### config.mk
export PLATFORM = sky130hd
export DESIGN_NAME = ddr_stress_seq
export DESIGN_NICKNAME = d
export VERILOG_FILES = /design/src/rtl/dss_pkg.sv /design/src/rtl/dss_slot_dec.sv /design/src/rtl/dss_lfsr.sv /design/src/rtl/dss_wpat.sv /design/src/rtl/ddr_stress_seq.sv
export SDC_FILE = /design/constraint.sdc
export NUM_CORES = 1
export LEC_CHECK = 0
export ABC_AREA = 1
export ABC_CLOCK_PERIOD_IN_PS = 7000
export BUFFER_PORTS_ARGS = -buffer_cell sky130_fd_sc_hd__buf_2
export CORE_MARGIN = 2
export CORE_UTILIZATION = 62
export DETAILED_ROUTE_END_ITERATION = 16
export PLACE_DENSITY = 0.86
export SLEW_MARGIN = 20
export SYNTH_ARGS = -nofsm -noshare
export SYNTH_HDL_FRONTEND = slang
export SYNTH_SLANG_ARGS = --single-unit
### constraint.sdc
create_clock -name clk_i -period 7 [get_ports clk_i]
set_clock_uncertainty 0.1 [all_clocks]
set_input_delay 0.7 -clock clk_i [delete_from_list [all_inputs] [get_ports clk_i]]
set_output_delay 0.7 -clock clk_i [all_outputs]
set_load 0.02 [all_outputs]
### src/rtl/dss_pkg.sv
package dss_pkg;
  typedef enum logic [2:0] {
    CMD_NOP = 3'd0,
    CMD_ACT = 3'd1,
    CMD_RD  = 3'd2,
    CMD_WR  = 3'd3,
    CMD_PRE = 3'd4
  } cmd_e;

  localparam int LFSR_W = 16;
  localparam logic [LFSR_W-1:0] LFSR_TAPS = 16'hB400;

  function automatic logic [LFSR_W-1:0] lfsr_step(input logic [LFSR_W-1:0] v);
    return v[0] ? ((v >> 1) ^ LFSR_TAPS) : (v >> 1);
  endfunction
endpackage

### src/rtl/dss_slot_dec.sv
module dss_slot_dec
  import dss_pkg::*;
#(
  parameter int SLOT_W = 4,
  parameter int BANK_W = 2
) (
  input  logic              four_bank_i,
  input  logic              fast_i,
  input  logic              first_i,
  input  logic [SLOT_W-1:0] slot_i,
  output cmd_e              cmd_o,
  output logic [BANK_W-1:0] bank_o,
  output logic              last_o
);
  localparam logic [SLOT_W-1:0] S1_LAST_SLOW = SLOT_W'(6);
  localparam logic [SLOT_W-1:0] S1_LAST_FAST = SLOT_W'(8);
  localparam logic [SLOT_W-1:0] S4_LAST_SLOW = SLOT_W'(7);
  localparam logic [SLOT_W-1:0] S4_LAST_FAST = SLOT_W'(9);
  localparam logic [SLOT_W-1:0] RD_SLOW      = SLOT_W'(2);
  localparam logic [SLOT_W-1:0] RD_FAST      = SLOT_W'(3);
  localparam logic [SLOT_W-1:0] PRE_SLOT     = SLOT_W'(5);

  always_comb begin
    cmd_o  = CMD_NOP;
    bank_o = '0;
    if (!four_bank_i) begin
      last_o = (slot_i == (fast_i ? S1_LAST_FAST : S1_LAST_SLOW));
      if (slot_i == '0)                              cmd_o = CMD_ACT;
      else if (slot_i == (fast_i ? RD_FAST : RD_SLOW)) cmd_o = CMD_RD;
      else if (slot_i == PRE_SLOT)                   cmd_o = CMD_PRE;
    end else begin
      last_o = (slot_i == (fast_i ? S4_LAST_FAST : S4_LAST_SLOW));
      // even slots 0..6 activate banks 0..3; odd slots 3..7 read the bank opened 3 slots earlier
      if (slot_i <= SLOT_W'(6) && !slot_i[0]) begin
        cmd_o  = CMD_ACT;
        bank_o = BANK_W'(slot_i >> 1);
      end else if (slot_i >= SLOT_W'(3) && slot_i <= SLOT_W'(7) && slot_i[0]) begin
        cmd_o  = CMD_RD;
        bank_o = BANK_W'((slot_i - SLOT_W'(3)) >> 1);
      end else if (slot_i == SLOT_W'(1) && !fast_i && !first_i) begin
        cmd_o  = CMD_RD;
        bank_o = BANK_W'(3);
      end else if (slot_i == SLOT_W'(9) && fast_i) begin
        cmd_o  = CMD_RD;
        bank_o = BANK_W'(3);
      end
    end
  end
endmodule

### src/rtl/dss_lfsr.sv
module dss_lfsr
  import dss_pkg::*;
(
  input  logic              clk_i,
  input  logic              rst_ni,
  input  logic              load_i,
  input  logic [LFSR_W-1:0] seed_i,
  input  logic              adv_i,
  output logic [LFSR_W-1:0] cur_o
);
  logic [LFSR_W-1:0] state_q;
  logic [LFSR_W-1:0] seed_nz;

  assign seed_nz = (seed_i == '0) ? LFSR_W'(1) : seed_i;
  assign cur_o   = load_i ? seed_nz : state_q;

  always_ff @(posedge clk_i or negedge rst_ni) begin
    if (!rst_ni)     state_q <= LFSR_W'(1);
    else if (adv_i)  state_q <= lfsr_step(cur_o);
    else             state_q <= cur_o;
  end
endmodule

### src/rtl/dss_wpat.sv
module dss_wpat #(
  parameter int DATA_W = 16
) (
  input  logic              clk_i,
  input  logic              rst_ni,
  input  logic              step_i,
  output logic [DATA_W-1:0] data_o
);
  localparam int HALF_W = DATA_W / 2;
  localparam logic [DATA_W-1:0] MASK_INIT = {{(DATA_W-HALF_W){1'b0}}, {HALF_W{1'b1}}};

  logic [DATA_W-1:0] data_q, mask_q;

  always_ff @(posedge clk_i or negedge rst_ni) begin
    if (!rst_ni) begin
      data_q <= '0;
      mask_q <= MASK_INIT;
    end else if (step_i) begin
      data_q <= data_q ^ mask_q;
      mask_q <= {mask_q[DATA_W-2:0], mask_q[DATA_W-1]};
    end
  end

  assign data_o = data_q;
endmodule

### src/rtl/ddr_stress_seq.sv
module ddr_stress_seq
  import dss_pkg::*;
#(
  parameter int ADDR_W = 13,
  parameter int COL_W  = 10,
  parameter int DATA_W = 16,
  parameter int SLOT_W = 4,
  parameter int BANK_W = 2
) (
  input  logic              clk_i,
  input  logic              rst_ni,
  input  logic              start_i,
  input  logic              stop_i,
  input  logic              four_bank_i,
  input  logic              fast_grade_i,
  input  logic [15:0]       seed_i,
  output logic [2:0]        cmd_o,
  output logic [BANK_W-1:0] bank_o,
  output logic [ADDR_W-1:0] addr_o,
  output logic [DATA_W-1:0] wdata_o,
  output logic              busy_o
);
  localparam int AP_BIT = 10;

  logic              run_q, busy_q, tail_q, first_q, stop_pend_q, fb_q, fast_q;
  logic [SLOT_W-1:0] slot_q;
  cmd_e              cmd_q;
  logic [BANK_W-1:0] bank_q;
  logic [ADDR_W-1:0] addr_q;

  logic              starting, stop_now, go_tail, issue;
  logic              fb_c, fast_c, first_c;
  logic [SLOT_W-1:0] slot_c;
  cmd_e              dec_cmd, cmd_n;
  logic [BANK_W-1:0] dec_bank;
  logic              dec_last;
  logic [LFSR_W-1:0] lf_cur;
  logic [ADDR_W-1:0] rd_addr, addr_n;

  assign starting = !run_q && start_i;
  assign stop_now = run_q && !tail_q && (slot_q == '0) && (stop_pend_q || stop_i);
  assign go_tail  = stop_now && fb_q && !fast_q && !first_q;
  assign issue    = starting || (run_q && !stop_now);

  assign fb_c    = starting ? four_bank_i  : fb_q;
  assign fast_c  = starting ? fast_grade_i : fast_q;
  assign first_c = starting ? 1'b1 : first_q;
  assign slot_c  = starting ? '0 : slot_q;

  dss_slot_dec #(.SLOT_W(SLOT_W), .BANK_W(BANK_W)) u_dec (
    .four_bank_i(fb_c),
    .fast_i     (fast_c),
    .first_i    (first_c),
    .slot_i     (slot_c),
    .cmd_o      (dec_cmd),
    .bank_o     (dec_bank),
    .last_o     (dec_last)
  );

  assign cmd_n = issue ? dec_cmd : CMD_NOP;

  dss_lfsr u_lfsr (
    .clk_i (clk_i),
    .rst_ni(rst_ni),
    .load_i(starting),
    .seed_i(seed_i),
    .adv_i (issue && (dec_cmd == CMD_ACT || dec_cmd == CMD_RD)),
    .cur_o (lf_cur)
  );

  dss_wpat #(.DATA_W(DATA_W)) u_wpat (
    .clk_i (clk_i),
    .rst_ni(rst_ni),
    .step_i(issue && dec_cmd == CMD_RD),
    .data_o(wdata_o)
  );

  always_comb begin
    rd_addr = '0;
    rd_addr[COL_W-1:2] = lf_cur[COL_W-1:2];
    rd_addr[AP_BIT]    = fb_c;
  end

  always_comb begin
    unique case (cmd_n)
      CMD_ACT: addr_n = lf_cur[ADDR_W-1:0];
      CMD_RD:  addr_n = rd_addr;
      CMD_PRE: addr_n = '0;
      default: addr_n = (issue && !fb_c) ? ~addr_q : addr_q;
    endcase
  end

  always_ff @(posedge clk_i or negedge rst_ni) begin
    if (!rst_ni) begin
      run_q       <= 1'b0;
      busy_q      <= 1'b0;
      tail_q      <= 1'b0;
      first_q     <= 1'b0;
      stop_pend_q <= 1'b0;
      fb_q        <= 1'b0;
      fast_q      <= 1'b0;
      slot_q      <= '0;
      cmd_q       <= CMD_NOP;
      bank_q      <= '0;
      addr_q      <= '0;
    end else begin
      cmd_q  <= cmd_n;
      addr_q <= addr_n;
      if (issue && dec_cmd != CMD_NOP) bank_q <= dec_bank;
      if (starting) begin
        run_q       <= 1'b1;
        busy_q      <= 1'b1;
        fb_q        <= four_bank_i;
        fast_q      <= fast_grade_i;
        first_q     <= 1'b1;
        stop_pend_q <= 1'b0;
        slot_q      <= SLOT_W'(1);
      end else if (run_q) begin
        if (tail_q) begin
          run_q  <= 1'b0;
          tail_q <= 1'b0;
          busy_q <= 1'b1;
          slot_q <= '0;
        end else if (stop_now) begin
          stop_pend_q <= 1'b0;
          if (go_tail) begin
            tail_q <= 1'b1;
            busy_q <= 1'b1;
            slot_q <= SLOT_W'(1);
          end else begin
            run_q  <= 1'b0;
            busy_q <= 1'b0;
          end
        end else begin
          busy_q      <= 1'b1;
          stop_pend_q <= stop_pend_q || stop_i;
          slot_q      <= dec_last ? '0 : slot_q + SLOT_W'(1);
          if (dec_last) first_q <= 1'b0;
        end
      end else begin
        busy_q <= 1'b0;
      end
    end
  end

  assign cmd_o  = cmd_q;
  assign bank_o = bank_q;
  assign addr_o = addr_q;
  assign busy_o = busy_q;
endmodule

# == Word level (Yosys, flattened, before mapping) ==
# Cells that the tools add are included.
# totals
output_inout_bits,35
in_bits,22
regBits,77
# op_classes
order_cmp,3
mux,53
reduce_logical,41
n_addsub,2
n_bitwise,4
eq_ne,14
# op_table
cell,n
$mux W16,4
$pmux W13 S3,1
$mux W4,9
$mux W1,24
$mux W3,8
$logic_and A1 B1 Y1,18
$logic_not A16 Y1,1
$xor A16 B16 Y16,1
$mux W13,1
$not A13 Y13,1
$mux W2,6
$logic_not A1 Y1,9
$eq A4 B4 Y1,2
$le A4 B3 Y1 const B,2
$logic_not A4 Y1,2
$eq A3 B1 Y1 const B,2
$eq A3 B2 Y1 const B,2
$reduce_and A2 Y1,3
$add A4 B1 Y4 const B,1
$eq A4 B1 Y1 const B,1
$eq A4 B2 Y1,1
$eq A4 B3 Y1 const B,1
$eq A4 B4 Y1 const B,1
$ge A4 B2 Y1 const B,1
other kinds (12),15

# == Depth between registers and ports, before layout ==
# logic_depth
word_depth,14
ltp_mapped,18
ltp_nobuf,17

# == Modules after synthesis ==
# Synthesis repeated with hierarchy kept, for this count alone.
# unflattened
hier_cells,556
area_unflattened_um2,4227.8
# modules_own_cells
mod,area_each_um2,cells_per_inst,instances,seq_area_each_um2
ddr_stress_seq,1692.9,226,1,725.7
dss_wpat,1310.0,149,1,810.8
dss_lfsr,958.4,133,1,401.6
dss_slot_dec,266.5,48,1,0.0

# == Worst setup path before layout ==
# Ideal clock, no wire load.
# synth_path
path_type,input port to flip-flop
start,input port start_i
end,register bank_q[1] (netlist: bank_o[1])
t_required_ns,6.782
slack_ns,4.597
path_buffers,1
path_stages,16
arrival_ns,2.185
setup_ns,0.118
path_cell_list,inv_1 > nor2_4 > nor2_4 > inv_1 > ha_1 > nand4_1 > nand2_1 > nand2_1 > nand2_1 > nand2_2 > nand2_1 > nand2_2 > buf_2 > nand2_1 > nand4_1 > nand2_1
# synth_via
elab_chain_cells,11
# synth_lines
item,line_no,text
"start, declared",ddr_stress_seq.sv:12,"input logic start_i,"
$logic_and A1 B1 Y1 (*),ddr_stress_seq.sv:40,assign starting = !run_q && start_i;
$mux W4 / $mux W1 (equally long branches),n/a,
$eq A4 B4 Y1 (tied with other cells),dss_slot_dec.sv:43,end else if (slot_i == SLOT_W'(9) && fast_i) begin
"$logic_and A1 B1 Y1, on equally long branches","dss_slot_dec.sv:43, dss_slot_dec.sv:40",
$mux W2 / $logic_and A1 B1 Y1 (equally long branches),"dss_slot_dec.sv:43, dss_slot_dec.sv:40",
$mux W3,dss_slot_dec.sv:40,end else if (slot_i == SLOT_W'(1) && !fast_i && !first_i) begin
$mux W3,dss_slot_dec.sv:37,end else if (slot_i >= SLOT_W'(3) && slot_i <= SLOT_W'(7) && slot_i[0]) begin
$mux W3,dss_slot_dec.sv:34,if (slot_i <= SLOT_W'(6) && !slot_i[0]) begin
$mux W3,dss_slot_dec.sv:26,if (!four_bank_i) begin
$reduce_bool A3 Y1,ddr_stress_seq.sv:109,if (issue && dec_cmd != CMD_NOP) bank_q <= dec_bank;
$logic_and A1 B1 Y1,ddr_stress_seq.sv:109,
"end signal, assigned",ddr_stress_seq.sv:109,
"end, declared",ddr_stress_seq.sv:28,logic [BANK_W-1:0] bank_q;
# Mark *: on every way between the ends. The rest lies on a longest branch, timed or not.
# A chain may end at the register's enable or synchronous reset.

# == Worst setup path in the final report ==
# layout_path
start,register run_q
end,register addr_q[3] (netlist: addr_o[3])
# layout_via
elab_chain_cells,13
# layout_lines
item,line_no,text
"start, declared",ddr_stress_seq.sv:25,"logic run_q, busy_q, tail_q, first_q, stop_pend_q, fb_q, fast_q;"
"start signal, assigned",ddr_stress_seq.sv:95,run_q <= 1'b0;
"start signal, assigned",ddr_stress_seq.sv:111,run_q <= 1'b1;
"start signal, assigned",ddr_stress_seq.sv:120,run_q <= 1'b0;
$logic_not A1 Y1,ddr_stress_seq.sv:40,
$logic_and A1 B1 Y1,ddr_stress_seq.sv:40,
$mux W4 / $mux W1 (equally long branches),n/a,
$eq A4 B4 Y1 (tied with other cells),dss_slot_dec.sv:43,
"$logic_and A1 B1 Y1, on equally long branches","dss_slot_dec.sv:43, dss_slot_dec.sv:40",
$mux W2 / $logic_and A1 B1 Y1 (equally long branches),"dss_slot_dec.sv:43, dss_slot_dec.sv:40",
$mux W3,dss_slot_dec.sv:40,
$mux W3,dss_slot_dec.sv:37,
$mux W3,dss_slot_dec.sv:34,
$mux W3,dss_slot_dec.sv:26,
$mux W3,ddr_stress_seq.sv:60,assign cmd_n = issue ? dec_cmd : CMD_NOP;
$eq A3 B3 Y1 (tied with other cells),ddr_stress_seq.sv:85,unique case (cmd_n)
$pmux W13 S3 / $reduce_bool A4 Y1 (equally long branches),n/a,
"end signal, assigned",ddr_stress_seq.sv:108,addr_q <= addr_n;
"end, declared",ddr_stress_seq.sv:29,logic [ADDR_W-1:0] addr_q;
# Several ways; a longest one is shown, not always the timed one.

==> metrics <==
Syn. warnings=0; Period minus WS final=between 2 and 3 ns; Pwr Total=~2.6 mW; Max-cap violations=0; NetSw=1.28 mW; critical path required time=a little over 7 ns; Via density=5.49; Synth async-reset ratio=1.00; critical path startpoint=run_q; Syn Area/Cell=8.51 µm²; # rows=29; initial antenna violation count=0; Initial Util=0.640; die width=around 85 µm; Core ar.=between 6000 and 7000 µm²; startpoint types=flip-flop; vias post-DR=3337; clk buf depth=2; largest net degree at the start of global routing=around 80; Final TNS setup=0 ns; Hold WC Path Type=reg -> reg; Clock power frac=0.143; CTS tree=yes; die area=slightly above 7000 µm²; die height=~85 µm; Total Routed Length=8640 µm; Reg2Reg Setup Slack=4.03 ns; Net Sw Frac=0.493; RD Place Congestion=about 0.96; first-pass GRT wire length=around 15000 µm; Synth Cell Area=just over 4000 µm²; hold path depth=1; per-cell routed wire length=14.2 µm; P_int=about 1.3 mW; register area share after synthesis=0.480; RSZ-0062 raised after global routing=no; synthesized flop and latch total=77; final hold viol count=0; Final ANT Viol Nets=0; Hold Crit Endpoint=u_wpat.data_o[2]; cts hold-fix bufs=0; clock latency on the worst-skew pair=0.35 ns; Reg power frac=0.307; diode count=0; Clock Sink Count=77; Post-layout nets=between 500 and 600; Post-DP HPWL=6110 µm; DRT iter0 DRCs=approximately 290; share of power burned in combinational logic=0.551; Setup crit end kind=flip-flop; count leader, synth=nand2_1; PortBufs=56; final hold slack=approximately 0.36 ns; leading area contributor after synthesis=dfrtp_1; worst r2r src=run_q; Place WS=around 3.8 ns; Area growth, synth to finish=11.7%; vias in the first global route=around 3200; Worst-Margin Slew=around 0.93 ns; root buffer cell=clkbuf_8; R2R depth=15; outcome=complete, no violations; Post-Layout Inst Area=roughly 4500 µm²; I/O pins=57; TritonCTS Buffers=9; Post-synth top cells=nand2_1 (129), dfrtp_1 (68), inv_1 (61); Worst Path Arrival=3.10 ns; largest cells by area after synthesis=dfrtp_1 (42%), nand2_1 (12%), dfstp_2 (5.9%); Setup-failing EPs final=0; Mapped Cells=475; EDFF count, synth=0; htree depth=3; R2R Path End=addr_o[3]; Cell Pwr Density=~580 nW/µm²; Relative slew margins=0.378; Reg clk slew, reported paths=0.08 ns; CP Class=reg -> reg; setup ws final=approximately 4.0 ns; CP max FO=39; GRT Total Usage=0.259; top-area cell type share of the netlist area=0.421; post-CTS sizing=0; most common flop cell mapped by yosys=dfrtp_1; fraction of layout cells with a size suffix above 1=0.220; max-slew violation count=0; drt pass-1 iters=6; fin crit share=0.424; Remaining DRCs=0; post-CTS setup buffer count=0; f_max=approximately 340 MHz; hold path startpoint=u_wpat.data_o[2]; Leak=around 2.4 nW; grt ovf=0; syn nets=around 500; DP Area=roughly 4300 µm²; VDD IR max=approximately 0.00038 V; Distinct cells, synth=33; fillers=approximately 500
power groups by stage:
stage	combinational (mW)	clock, mW	sequential, mW
finish	1.43	0.372	0.799
global route	1.61	0.397	0.818
CTS	1.43	0.376	0.797
detailed placement	1.41	0	0.805
global placement	1.34	0	0.795
floorplan	1.04	0	0.893
worst max-delay path by stage:
stage,to,cells past startpoint
6_report,addr_o[3],15
3_3_place_gp,u_wpat.data_o[14],12
5_1_grt,addr_o[3],15
4_1_cts,addr_o[3],15
2_1_floorplan,bank_o[1],16
3_5_place_dp,addr_o[3],15
state kept, by name, summed over array words and instances (netlist names):
register and count:
addr_o 13, bank_o 2, busy_o 1, cmd_o 3, fast_q 1, fb_q 1, first_q 1, run_q 1
slot_q 4, stop_pend_q 1, tail_q 1, u_lfsr.state_q 16, u_wpat.data_o 16, u_wpat.mask_q 16
layer usage:
layer | vias to the layer above | routed length (µm) | track usage
met2 | 126 | 4280 | 0.419
li1 | 1594 | - | -
met4 | 0 | 179 | 0.0996
met5 | - | 0 | 0
met3 | 19 | 484 | 0.0570
met1 | 1598 | 3690 | 0.344
cells in the final DEF (no fill, tap or decap), types with 3 or more instances in the layout:
| master | netlist | layout |
|---|---|---|
| nand2_4 | 8 | 8 |
| a21oi_1 | 6 | 6 |
| dfrtp_1 | 68 | 68 |
| o21bai_1 | 13 | 13 |
| nand3_1 | 43 | 43 |
| nand4_1 | 10 | 10 |
| ha_1 | 4 | 4 |
| nor2_2 | 3 | 3 |
| o21ai_0 | 31 | 31 |
| nor2_4 | 10 | 10 |
| nand2_2 | 5 | 5 |
| inv_1 | 61 | 61 |
| buf_2 | 2 | 55 |
| dfstp_2 | 9 | 9 |
| xor2_1 | 18 | 18 |
| clkbuf_8 | 0 | 10 |
| inv_2 | 6 | 6 |
| o21ai_1 | 4 | 4 |
| nor2_1 | 17 | 17 |
| nand2_1 | 129 | 129 |
through the flow:
step | util | instances
2_1_floorplan | - | 475
3_3_place_gp | 0.680 | 592
3_5_place_dp | 0.680 | 592
4_1_cts | 0.715 | 608
5_1_grt | 0.715 | 608
6_report | 0.715 | 608
cell type report:
type	instances	area, µm²	share of cell area
sequential	77	1940	0.429
multi-input combinational	315	1730	0.383
timing repair buffer	56	283	0.0627
inverter	67	251	0.0557
clock buffer	12	145	0.0322
tap	77	96.3	0.0213
clock inverter	4	72.6	0.0161
kinds of logic (layout without fill, tap and decap cells):
logic type | count (synthesis) | in the layout | share of synthesized area
and+or+nand+nor | 229 | 229 | 0.282
buffers and inverters | 83 | 139 | 0.0929
DFF | 77 | 77 | 0.480
AOI/OAI and AO/OA | 62 | 62 | 0.0898
xor gates and xnor gates | 20 | 20 | 0.0434
adders and majority gates | 4 | 4 | 0.0124
critical path: stages (launching register included):
cell,delay [ns]
dfrtp_1,0.44
inv_2,0.14
nand2_4,0.24
nand2_4,0.19
inv_2,0.07
ha_1,0.18
nand4_1,0.11
nand2_1,0.10
nand2_1,0.14
nand2_1,0.09
nand2_2,0.11
nand3_4,0.15
nand2_4,0.31
nand2_2,0.25
nand2_1,0.15
nand2_1,0.07
No activity file was read; power rests on OpenSTA's default activity.
